$ cat config.mk
export PLATFORM = sky130hd
export DESIGN_NAME = rtc_calendar
export DESIGN_NICKNAME = d
export VERILOG_FILES = /design/src/rtl/rtc_pkg.sv /design/src/rtl/rtc_prescaler.sv /design/src/rtl/rtc_ctrl_fsm.sv /design/src/rtl/rtc_time_core.sv /design/src/rtl/rtc_calendar.sv
export SDC_FILE = /design/constraint.sdc
export NUM_CORES = 1
export LEC_CHECK = 0
export ABC_AREA = 0
export BUFFER_PORTS_ARGS = -buffer_cell sky130_fd_sc_hd__clkbuf_2
export CORE_UTILIZATION = 46
export DETAILED_ROUTE_END_ITERATION = 8
export MAX_ROUTING_LAYER = met4
export SLEW_MARGIN = 20
export SYNTH_ARGS = -nofsm -noshare
export SYNTH_HDL_FRONTEND = slang
export SYNTH_SLANG_ARGS = --single-unit
$ cat constraint.sdc
create_clock -name clk -period 3.3 [get_ports clk]
set_input_delay 0.33 -clock clk [delete_from_list [all_inputs] [get_ports clk]]
set_output_delay 0.33 -clock clk [all_outputs]
set_load 0.01 [all_outputs]
$ cat src/rtl/rtc_pkg.sv
package rtc_pkg;

    typedef enum logic [1:0] {
        ST_RUN,
        ST_FROZEN,
        ST_PENDING,
        ST_LOAD
    } rtc_state_e;

    localparam int FREEZE_BIT = 6;
    localparam int LOAD_BIT   = 7;
    localparam int SIGN_BIT   = 5;

    function automatic logic [6:0] bcd_to_bin(input logic [7:0] b);
        return 7'(b[7:4]) * 7'd10 + 7'(b[3:0]);
    endfunction

    function automatic logic [7:0] bin_to_bcd(input logic [6:0] v);
        return {4'(v / 7'd10), 4'(v % 7'd10)};
    endfunction

    function automatic logic [7:0] bcd_step(input logic [7:0] b);
        return (b[3:0] == 4'd9) ? {b[7:4] + 4'd1, 4'd0} : b + 8'd1;
    endfunction

    function automatic logic [7:0] bcd_clamp(input logic [7:0] d,
                                             input logic [6:0] lo,
                                             input logic [6:0] hi);
        logic [6:0] v;
        if (d[7:4] > 4'd9 || d[3:0] > 4'd9) return bin_to_bcd(hi);
        v = bcd_to_bin(d);
        if (v > hi) return bin_to_bcd(hi);
        if (v < lo) return bin_to_bcd(lo);
        return d;
    endfunction

    function automatic logic [6:0] days_in_month(input logic [7:0] mon,
                                                 input logic [7:0] yr);
        logic [6:0] ybin;
        ybin = bcd_to_bin(yr);
        case (mon)
            8'h02:                      return (ybin[1:0] == 2'd0) ? 7'd29 : 7'd28;
            8'h04, 8'h06, 8'h09, 8'h11: return 7'd30;
            default:                    return 7'd31;
        endcase
    endfunction

endpackage

$ cat src/rtl/rtc_prescaler.sv
module rtc_prescaler #(
    parameter int DIV_CYCLES = 100,
    parameter int POS_STEP   = 2,
    parameter int NEG_STEP   = 1
) (
    input  logic       clk,
    input  logic       rst_n,
    input  logic       clear,
    input  logic       last_sec,
    input  logic [4:0] trim_mag,
    input  logic       trim_neg,
    output logic       tick
);
    localparam int CNT_W = $clog2(DIV_CYCLES + 31 * NEG_STEP + 1);

    logic [CNT_W-1:0] cnt_q;
    logic [CNT_W-1:0] limit;

    // trim only reshapes the final second of each minute
    always_comb begin
        if (!last_sec)
            limit = CNT_W'(DIV_CYCLES);
        else if (trim_neg)
            limit = CNT_W'(DIV_CYCLES) + CNT_W'(trim_mag) * CNT_W'(NEG_STEP);
        else
            limit = CNT_W'(DIV_CYCLES) - CNT_W'(trim_mag) * CNT_W'(POS_STEP);
    end

    assign tick = !clear && (cnt_q == limit - CNT_W'(1));

    always_ff @(posedge clk or negedge rst_n) begin
        if (!rst_n)
            cnt_q <= '0;
        else if (clear || tick)
            cnt_q <= '0;
        else
            cnt_q <= cnt_q + CNT_W'(1);
    end
endmodule

$ cat src/rtl/rtc_ctrl_fsm.sv
module rtc_ctrl_fsm
    import rtc_pkg::*;
(
    input  logic       clk,
    input  logic       rst_n,
    input  logic       freeze,
    input  logic       load,
    input  logic       tick,
    output logic       advance,
    output logic       presc_clear,
    output rtc_state_e state_o
);
    rtc_state_e state_q, state_n;

    always_comb begin
        state_n = state_q;
        unique case (state_q)
            ST_RUN, ST_FROZEN, ST_LOAD: begin
                if (load)        state_n = ST_LOAD;
                else if (freeze) state_n = tick ? ST_PENDING : ST_FROZEN;
                else             state_n = ST_RUN;
            end
            ST_PENDING: begin
                if (load)        state_n = ST_LOAD;
                else if (freeze) state_n = ST_PENDING;
                else             state_n = ST_RUN;
            end
        endcase
    end

    always_ff @(posedge clk or negedge rst_n) begin
        if (!rst_n) state_q <= ST_RUN;
        else        state_q <= state_n;
    end

    always_comb begin
        presc_clear = load;
        advance     = !load && !freeze && (tick || state_q == ST_PENDING);
    end

    assign state_o = state_q;
endmodule

$ cat src/rtl/rtc_time_core.sv
module rtc_time_core
    import rtc_pkg::*;
(
    input  logic       clk,
    input  logic       rst_n,
    input  logic       advance,
    input  logic       ld_en,
    input  logic [2:0] ld_addr,
    input  logic [7:0] ld_data,
    output logic [7:0] sec,
    output logic [7:0] min,
    output logic [7:0] hour,
    output logic [7:0] dow,
    output logic [7:0] date,
    output logic [7:0] month,
    output logic [7:0] year
);
    logic [7:0] sec_n, min_n, hour_n, dow_n, date_n, month_n, year_n;
    logic       sec_wrap, min_wrap, hour_wrap, date_wrap, month_wrap;

    always_comb begin
        sec_wrap   = (sec == 8'h59);
        min_wrap   = sec_wrap && (min == 8'h59);
        hour_wrap  = min_wrap && (hour == 8'h23);
        date_wrap  = hour_wrap && (bcd_to_bin(date) >= days_in_month(month, year));
        month_wrap = date_wrap && (month == 8'h12);

        sec_n = sec; min_n = min; hour_n = hour; dow_n = dow;
        date_n = date; month_n = month; year_n = year;

        if (advance) begin
            sec_n = sec_wrap ? 8'h00 : bcd_step(sec);
            if (sec_wrap)   min_n   = (min == 8'h59) ? 8'h00 : bcd_step(min);
            if (min_wrap)   hour_n  = (hour == 8'h23) ? 8'h00 : bcd_step(hour);
            if (hour_wrap)  dow_n   = (dow == 8'h07) ? 8'h01 : dow + 8'd1;
            if (hour_wrap)  date_n  = date_wrap ? 8'h01 : bcd_step(date);
            if (date_wrap)  month_n = month_wrap ? 8'h01 : bcd_step(month);
            if (month_wrap) year_n  = (year == 8'h99) ? 8'h00 : bcd_step(year);
        end else if (ld_en) begin
            case (ld_addr)
                3'd1:    sec_n   = bcd_clamp(ld_data, 7'd0, 7'd59);
                3'd2:    min_n   = bcd_clamp(ld_data, 7'd0, 7'd59);
                3'd3:    hour_n  = bcd_clamp(ld_data, 7'd0, 7'd23);
                3'd4:    dow_n   = bcd_clamp(ld_data, 7'd1, 7'd7);
                3'd5:    date_n  = bcd_clamp(ld_data, 7'd1, 7'd31);
                3'd6:    month_n = bcd_clamp(ld_data, 7'd1, 7'd12);
                3'd7:    year_n  = bcd_clamp(ld_data, 7'd0, 7'd99);
                default: ;
            endcase
        end
    end

    always_ff @(posedge clk or negedge rst_n) begin
        if (!rst_n) begin
            sec <= 8'h00; min <= 8'h00; hour <= 8'h00; dow <= 8'h01;
            date <= 8'h01; month <= 8'h01; year <= 8'h00;
        end else begin
            sec <= sec_n; min <= min_n; hour <= hour_n; dow <= dow_n;
            date <= date_n; month <= month_n; year <= year_n;
        end
    end
endmodule

$ cat src/rtl/rtc_calendar.sv
module rtc_calendar
    import rtc_pkg::*;
#(
    parameter int DIV_CYCLES = 100,
    parameter int POS_STEP   = 2,
    parameter int NEG_STEP   = 1
) (
    input  logic       clk,
    input  logic       rst_n,
    input  logic       reg_we,
    input  logic [2:0] reg_addr,
    input  logic [7:0] reg_wdata,
    output logic [7:0] reg_rdata
);
    logic [7:0] ctrl_q;
    logic       tick, advance, presc_clear, ld_en;
    rtc_state_e fsm_state;
    logic [7:0] t_sec, t_min, t_hour, t_dow, t_date, t_month, t_year;

    always_ff @(posedge clk or negedge rst_n) begin
        if (!rst_n)                           ctrl_q <= 8'h00;
        else if (reg_we && reg_addr == 3'd0) ctrl_q <= reg_wdata;
    end

    assign ld_en = reg_we && (reg_addr != 3'd0) && ctrl_q[LOAD_BIT];

    rtc_prescaler #(
        .DIV_CYCLES(DIV_CYCLES),
        .POS_STEP  (POS_STEP),
        .NEG_STEP  (NEG_STEP)
    ) u_presc (
        .clk     (clk),
        .rst_n   (rst_n),
        .clear   (presc_clear),
        .last_sec(t_sec == 8'h59),
        .trim_mag(ctrl_q[4:0]),
        .trim_neg(ctrl_q[SIGN_BIT]),
        .tick    (tick)
    );

    rtc_ctrl_fsm u_fsm (
        .clk        (clk),
        .rst_n      (rst_n),
        .freeze     (ctrl_q[FREEZE_BIT]),
        .load       (ctrl_q[LOAD_BIT]),
        .tick       (tick),
        .advance    (advance),
        .presc_clear(presc_clear),
        .state_o    (fsm_state)
    );

    rtc_time_core u_core (
        .clk    (clk),
        .rst_n  (rst_n),
        .advance(advance),
        .ld_en  (ld_en),
        .ld_addr(reg_addr),
        .ld_data(reg_wdata),
        .sec    (t_sec),
        .min    (t_min),
        .hour   (t_hour),
        .dow    (t_dow),
        .date   (t_date),
        .month  (t_month),
        .year   (t_year)
    );

    always_comb begin
        case (reg_addr)
            3'd0:    reg_rdata = ctrl_q;
            3'd1:    reg_rdata = t_sec;
            3'd2:    reg_rdata = t_min;
            3'd3:    reg_rdata = t_hour;
            3'd4:    reg_rdata = t_dow;
            3'd5:    reg_rdata = t_date;
            3'd6:    reg_rdata = t_month;
            default: reg_rdata = t_year;
        endcase
    end
endmodule

# ---- Word-level counts from Yosys, hierarchy flattened
# Cells that the tools add are included.
dict set report op_classes {
  n_addsub 20
  n_mul 3
  order_cmp 11
  eq_ne 33
  n_mux 184
  reduce_logical 36
}
# operator n
set ops {}
lappend ops {{8-bit two-way mux} 82}
lappend ops {{1-bit two-way mux} 94}
lappend ops {{8-bit by 1-bit adder with 8-bit output, second input constant} 8}
lappend ops {{8-bit one-hot mux with 7 select lines} 1}
lappend ops {{4-bit by 1-bit adder with 4-bit output, second input constant} 6}
lappend ops {{4-bit == test, second input constant} 6}
lappend ops {{8-bit by 3-bit == test with 1-bit output, second input constant} 3}
lappend ops {{3-bit AND reduction} 6}
lappend ops {{8-bit by 5-bit == test with 1-bit output, second input constant} 2}
lappend ops {{8-bit by 7-bit == test with 1-bit output, second input constant} 2}
lappend ops {{2-bit nonzero test} 8}
lappend ops {{7-bit by 4-bit adder with 7-bit output} 2}
lappend ops {{7-bit by 5-bit > comparator with 1-bit output, second input constant} 2}
lappend ops {{7-bit by 1-bit < comparator with 1-bit output, second input constant} 2}
lappend ops {{7-bit one-hot mux with 2 select lines} 1}
lappend ops {{3-bit == test, second input constant} 4}
lappend ops {{4-bit by 3-bit multiplier with 6-bit output, second input constant} 2}
lappend ops {{1-bit logical AND} 10}
lappend ops {{2-bit two-way mux} 5}
lappend ops {{2-bit by 1-bit != test with 1-bit output, second input constant} 5}
lappend ops {{7-bit by 5-bit adder with 8-bit output, first input constant} 1}
lappend ops {{8-bit by 2-bit == test with 1-bit output, second input constant} 1}
lappend ops {{8-bit by 4-bit == test with 1-bit output, second input constant} 1}
lappend ops {{8-bit by 6-bit == test with 1-bit output, second input constant} 1}
lappend ops {{25 further kinds} 32}
dict set report totals {
  register_bits 74
  elab_cells 297
}

# ---- Logic depth before layout (Yosys ltp)
dict set report depth {
  word_depth 24
  depth_mapped 19
  mapped_depth_nobuf 15
}

# ---- Hierarchy
# Synthesis repeated with hierarchy kept, for this count alone.
dict set report hier_totals {
  hier_cells 821
  area_unflattened_um2 7089.3
}
# mod n_inst cells_per_inst area_each_um2 seq_area_each_um2
set modules_own_cells {}
lappend modules_own_cells {rtc_time_core 1 607 5159.9 1405.1}
lappend modules_own_cells {rtc_prescaler 1 99 933.4 200.2}
lappend modules_own_cells {rtc_calendar 1 105 888.4 200.2}
lappend modules_own_cells {rtc_ctrl_fsm 1 10 107.6 50.0}

# ---- Least setup slack after synthesis
# No wires, ideal clock.
dict set report synth_timing {
  kind {register to register}
  start {register u_core.sec[1]}
  end {register u_core.sec[7]}
  setup_ps 126
  t_arrival_ps 3381
  slack_ps -207
  path_stages_with_launch 18
  path_buffers 2
  cell_sequence {dfrtp_1 -> inv_1 -> ha_1 -> nand2b_1 -> buf_6 -> nor2_2 -> nand2_1 -> ha_1 -> and3b_1 -> a21oi_1 -> o211ai_1 -> o211ai_1 -> nand4_1 -> a211o_1 -> o21ai_2 -> buf_6 -> mux2_2 -> a221o_1}
}
dict set report synth_between {
  elab_chain_len 9
}
# item line
set synth_rtl {}
lappend synth_rtl {{from (decl)} rtc_time_core.sv:10} ;# output logic [7:0] sec,
lappend synth_rtl {{from (signal assigned)} rtc_time_core.sv:58} ;# sec <= sec_n; min <= min_n; hour <= hour_n; dow <= dow_n;
lappend synth_rtl {{8-bit by 7-bit == test with 1-bit output} {rtc_time_core.sv:22, rtc_calendar.sv:35}}
lappend synth_rtl {{8-bit two-way mux} rtc_prescaler.sv:21} ;# if (!last_sec)
lappend synth_rtl {{8-bit by 1-bit subtractor with 8-bit output} rtc_prescaler.sv:29} ;# assign tick = !clear && (cnt_q == limit - CNT_W'(1));
lappend synth_rtl {{8-bit == test} rtc_prescaler.sv:29}
lappend synth_rtl {{1-bit logical AND} rtc_prescaler.sv:29}
lappend synth_rtl {{1-bit logical OR} rtc_ctrl_fsm.sv:38} ;# advance = !load && !freeze && (tick || state_q == ST_PENDING);
lappend synth_rtl {{1-bit logical AND} rtc_ctrl_fsm.sv:38}
lappend synth_rtl {{2-bit nonzero test (no source line)} n/a}
lappend synth_rtl {{2-bit AND reduction (no source line)} n/a}
# Several ways; a longest one is shown, not always the timed one.
# A chain may end at the register's enable or synchronous reset.

# ---- Final worst setup path
dict set report layout_timing {
  start {register u_core.sec[5]}
  end {register u_core.year[3]}
}
dict set report layout_between {
  elab_chain_len 9
}
# item line
set layout_rtl {}
lappend layout_rtl {{8-bit by 7-bit == test with 1-bit output *} {rtc_time_core.sv:22, rtc_calendar.sv:35}}
lappend layout_rtl {{8-bit two-way mux} rtc_prescaler.sv:21}
lappend layout_rtl {{8-bit by 1-bit subtractor with 8-bit output} rtc_prescaler.sv:29}
lappend layout_rtl {{8-bit == test} rtc_prescaler.sv:29}
lappend layout_rtl {{1-bit logical AND} rtc_prescaler.sv:29}
lappend layout_rtl {{1-bit logical OR} rtc_ctrl_fsm.sv:38}
lappend layout_rtl {{1-bit logical AND} rtc_ctrl_fsm.sv:38}
lappend layout_rtl {{2-bit by 1-bit != test with 1-bit output (no source line) or 2-bit nonzero test (tied branches)} n/a}
lappend layout_rtl {{3-bit AND reduction (no source line)} n/a}
lappend layout_rtl {{to (signal assigned)} rtc_time_core.sv:59} ;# date <= date_n; month <= month_n; year <= year_n;
lappend layout_rtl {{to (decl)} rtc_time_core.sv:16} ;# output logic [7:0] year
# Mark *: on every way between the ends. The rest lies on a longest branch, timed or not.

==> flow_summary.html <==
<table>
<tr><th>Metric</th><th>Value</th></tr>
<tr><th colspan="2">Outcome</th></tr>
<tr><td>Run status</td><td>complete, but fails checks</td></tr>
<tr><td>Failing checks</td><td>negative setup slack</td></tr>
<tr><th colspan="2">Die</th></tr>
<tr><td>Starting utilization of the core area</td><td>0.474</td></tr>
<tr><td>Area of the core</td><td>15300 µm²</td></tr>
<tr><td>Number of placement rows</td><td>45</td></tr>
<tr><td>DIE WIDTH</td><td>127 µm</td></tr>
<tr><td>Die area</td><td>about 16000 µm²</td></tr>
<tr><td>I/O pin total</td><td>22</td></tr>
<tr><td>Vert. Die Dim</td><td>roughly 130 µm</td></tr>
<tr><th colspan="2">Clock network</th></tr>
<tr><td>Root Buffer Master</td><td>clkbuf_16</td></tr>
<tr><td>Clock latency on the worst-skew pair</td><td>roughly 0.36 ns</td></tr>
<tr><td>Clock tree from TritonCTS</td><td>done</td></tr>
<tr><td>H-tree levels</td><td>3</td></tr>
<tr><td>Hold_buf cts</td><td>0</td></tr>
<tr><td>Clock buffers created by TritonCTS</td><td>9</td></tr>
<tr><td>Clock input transition at the sequential cells of the worst setup and hold paths</td><td>approximately 0.070 ns</td></tr>
<tr><td>TritonCTS sink count</td><td>74</td></tr>
<tr><td>Longest Clk Path Bufs</td><td>2</td></tr>
<tr><th colspan="2">Logic synthesis</th></tr>
<tr><td>Async set-or-reset flop fraction in the synthesized netlist</td><td>1.00</td></tr>
<tr><td>Mapped Cells</td><td>between 800 and 900</td></tr>
<tr><td>YS warnings</td><td>0</td></tr>
<tr><td>Primary FF master, synth</td><td>dfrtp_1</td></tr>
<tr><td>Total of flip-flops plus latches after synthesis</td><td>74</td></tr>
<tr><td>Netlist cell types</td><td>79</td></tr>
<tr><td>Net Count, Synth</td><td>a little over 900</td></tr>
<tr><td>Mapped Avg Cell Area</td><td>approximately 8.3 µm²</td></tr>
<tr><td>Portion of the post-synthesis area used by sequential elements</td><td>0.256</td></tr>
<tr><td>Post-synthesis cell area</td><td>~7200 µm²</td></tr>
<tr><td>Post-synth EDFFs</td><td>0</td></tr>
<tr><th colspan="2">Routing</th></tr>
<tr><td>DRT Wirelength</td><td>between 20000 and 30000 µm</td></tr>
<tr><td>Remaining number of nets flagged by the antenna check after routing</td><td>0</td></tr>
<tr><td>Violation count after the first detailed-routing iteration</td><td>655</td></tr>
<tr><td>Router iterations before antenna repair</td><td>5</td></tr>
<tr><td>Routed wire per std cell</td><td>22.2 µm</td></tr>
<tr><td>Number of vias per cell after detailed routing</td><td>~6.2</td></tr>
<tr><td>Count of unresolved DRC violations after routing</td><td>0</td></tr>
<tr><td>Routed via count</td><td>about 7800</td></tr>
<tr><th colspan="2">Critical path</th></tr>
<tr><td>Number of buffers and inverters on the critical path</td><td>5</td></tr>
<tr><td>Kind of cell adding the most delay to the critical path</td><td>simple AND/OR/NAND/NOR gates</td></tr>
<tr><td>Setup CP Type</td><td>reg -&gt; reg</td></tr>
<tr><td>Peak per-stage delay on the critical path</td><td>about 0.64 ns</td></tr>
<tr><td>Critical Path Source</td><td>u_core.sec[5]</td></tr>
<tr><td>Most frequent CP cell</td><td>buf_4</td></tr>
<tr><td>Data arrival time of the worst path</td><td>3.66 ns</td></tr>
<tr><td>Worst path slowest cell</td><td>or4_4</td></tr>
<tr><td>Worst R2R Start</td><td>u_core.sec[5]</td></tr>
<tr><td>R2r setup slk</td><td>-0.13 ns</td></tr>
<tr><td>Element type at the critical path end</td><td>flop</td></tr>
<tr><td>Series of cell instances along the critical path</td><td>inv_2 -&gt; ha_4 -&gt; nand4b_4 -&gt; buf_4 -&gt; buf_4 -&gt; or2_1 -&gt; or4_4 -&gt; a211o_1 -&gt; o21ai_4 -&gt; buf_4 -&gt; buf_12 -&gt; mux2_4 -&gt; o22a_1</td></tr>
<tr><td>Crit path max fanout</td><td>7</td></tr>
<tr><td>Critical path startpoint category</td><td>flop</td></tr>
<tr><td>Data required time of the worst path</td><td>between 3 and 4 ns</td></tr>
<tr><th colspan="2">Global route</th></tr>
<tr><td>Antenna violations before repair</td><td>0</td></tr>
<tr><td>Number of global-route vias before repair</td><td>~7700</td></tr>
<tr><td>Total congestion overflow</td><td>0</td></tr>
<tr><td>Total Routing Usage GR</td><td>0.359</td></tr>
<tr><td>Global-route wire length before repair</td><td>42800 µm</td></tr>
<tr><td>Maximum number of pins on one net before global-route repair</td><td>75</td></tr>
<tr><th colspan="2">Timing</th></tr>
<tr><td>Final-layout worst hold slack</td><td>approximately 0.017 ns</td></tr>
<tr><td>Max transition margin</td><td>0.506</td></tr>
<tr><td>Setup clock skew after layout</td><td>~0.014 ns</td></tr>
<tr><td>Max Slew Vio Count</td><td>0</td></tr>
<tr><td>Maximum clock frequency</td><td>between 200 and 300 MHz</td></tr>
<tr><td>Count of endpoints failing setup in the final report</td><td>50</td></tr>
<tr><td>Setup slack after layout</td><td>-0.132 ns</td></tr>
<tr><td>RSZ-0062 raised after global routing</td><td>yes</td></tr>
<tr><td>Hold Fails Final Rpt</td><td>0</td></tr>
<tr><td>Post-route clock period utilization</td><td>1.04</td></tr>
<tr><td>Worst-margin pin slew</td><td>roughly 0.74 ns</td></tr>
<tr><td>Minimum clock period</td><td>approximately 3.4 ns</td></tr>
<tr><th colspan="2">Job</th></tr>
<tr><td>Number of max-capacitance violations reported</td><td>0</td></tr>
<tr><th colspan="2">Cells and area</th></tr>
<tr><td>Number of standard cells in the layout, taps in and fillers out</td><td>between 1000 and 1500</td></tr>
<tr><td>Design area</td><td>9460 µm²</td></tr>
<tr><td>Share of the core filled with cells in the final layout</td><td>0.620</td></tr>
<tr><td>Net count of the finished layout</td><td>between 1000 and 1500</td></tr>
<tr><td>Share of layout cells above drive strength 1</td><td>0.294</td></tr>
<tr><td>Diode count</td><td>0</td></tr>
<tr><td>Layout area overhead</td><td>30.8%</td></tr>
<tr><th colspan="2">Power</th></tr>
<tr><td>Maximum ir drop on the vdd rail</td><td>roughly 0.00037 V</td></tr>
<tr><td>Cell Pwr Density</td><td>around 620 nW/µm²</td></tr>
<tr><td>Standby leakage power</td><td>about 4.2 nW</td></tr>
<tr><th colspan="2">Place</th></tr>
<tr><td>Placed cell count</td><td>approximately 1200</td></tr>
<tr><td>Area after detailed placement</td><td>8700 µm²</td></tr>
<tr><td>Pre-CTS setup slack</td><td>-0.312 ns</td></tr>
<tr><td>Count of port buffers added during placement</td><td>21</td></tr>
<tr><td>Final GP Congestion</td><td>~1</td></tr>
<tr><td>Sum of net half-perimeters after detailed placement</td><td>21400 µm</td></tr>
<tr><th colspan="2">Worst hold path</th></tr>
<tr><td>Worst Hold Class</td><td>in -&gt; async</td></tr>
</table>
[layout by cell type, fill, tap and decap left out, types with 11 or more instances in the layout]
master and instances:
xor2_1 16, buf_6 14, and3_1 14, nand4_1 16, a32oi_1 14, buf_4 154, a22oi_1 14, nor2b_1 16
nand2b_1 15, xnor2_1 12, ha_1 38, nand2_1 77, a31oi_1 11, inv_1 47, clkbuf_2 20, nand3_1 41
nor2_1 60, nor3_1 14, o22ai_1 21, a21oi_1 28, o21ai_0 29, mux2i_1 37, a21o_1 12, dfrtp_1 70
mux2_2 21
[final cells by class]
class / instances / area, µm²
clock buffer: 11 / 233
clock inverter: 5 / 63.8
fill: 1348 / 5800
inverter: 49 / 184
multi-input combinational: 700 / 5290
sequential: 74 / 1860
tap: 211 / 264
timing repair buffer: 196 / 1570
[power by group]
part           switching [W]  leakage [nW]  internal, W  total [W]
clock               0.000432         0.140     0.000592    0.00102
combinational        0.00178          3.19      0.00157    0.00334
sequential          0.000340         0.907      0.00119    0.00153
total                0.00255          4.23      0.00335    0.00590
[routing by layer]
layer / track usage / up-vias / part of all wire
li1: - / 3564 / -
met1: 0.455 / 3785 / 0.41
met2: 0.582 / 349 / 0.47
met3: 0.0364 / 74 / 0.073
met4: 0.159 / 0 / 0.039
met5: - / - / 0
[cell usage after synthesis (5+ instances only)]
cell type  count  area [µm²]
xor2_1        16         140
a22oi_1       14         105
mux2_2        26         293
nand2b_1      17         106
nor2_1        61         229
and3_1        14        87.6
or3_1          6        37.5
a21oi_1       34         170
o211ai_1      10        75.1
ha_1          43         538
xnor2_1       13         114
nor2b_1       16         100
nand3b_1      10        75.1
buf_2          9        45.0
o21a_1         5        37.5
a31oi_1       12        75.1
inv_1         49         184
a22o_1         8        70.1
a211o_1        8        70.1
nand3_1       42         210
nor3_1        17        85.1
a21o_1        12        90.1
o22ai_1       22         138
a211oi_1      10        75.1
nand2_1       80         300
and2_1        11        68.8
o21ai_0       31         155
o2bb2ai_1      6        52.6
dfrtp_1       71        1780
mux2i_1       38         380
nor3b_1        5        37.5
nand4_1       16         100
clkbuf_1      27         101
o31ai_1        5        37.5
a32oi_1       14         123
[metrics by stage]
step	power (W)	setup TNS (ns)
2_1_floorplan	0.00329	-0.456
3_3_place_gp	0.00452	-3.11
3_5_place_dp	0.00459	-10.72
4_1_cts	0.00578	-0.348
5_1_grt	0.00623	-8.63
6_report	0.00590	-2.41
[flip-flops by register name, summed over array words and instances (netlist names)]
register	cells
u_core.month	8
u_core.sec	8
u_core.year	8
u_core.dow	8
u_core.date	8
u_presc.cnt_q	8
ctrl_q	8
u_core.hour	8
u_fsm.state_o	2
u_core.min	8
[final timing paths]
path / to / depth (start not counted)
max reg2reg: u_core.year[3] / 13
max in group asynchronous: ctrl_q[5] / 1
min reg2reg: u_core.dow[0] / 2
min: u_core.date[7] / 1
max: u_core.year[3] / 13
min in group clk: u_core.dow[7] / 4
[cells by family (layout without fill, tap and decap cells)]
logic type | after synthesis | in the layout | share of synthesized area
AO/OA/AOI/OAI | 235 | 236 | 0.234
buffers and inverters | 96 | 261 | 0.0586
XOR/XNOR | 29 | 29 | 0.0351
multiplexers | 66 | 66 | 0.0993
AND/OR/NAND/NOR | 322 | 322 | 0.231
flip-flops | 74 | 74 | 0.256
adder cells (fa/ha/maj) | 47 | 47 | 0.0854
[repair_timing]
action,in CTS,in global routing
gates cloned,1,1
resized for setup,46,24
pin swaps,16,12
setup endpoints to repair,64,56
buffers inserted,8,7
(Power assumes the default switching activity.)
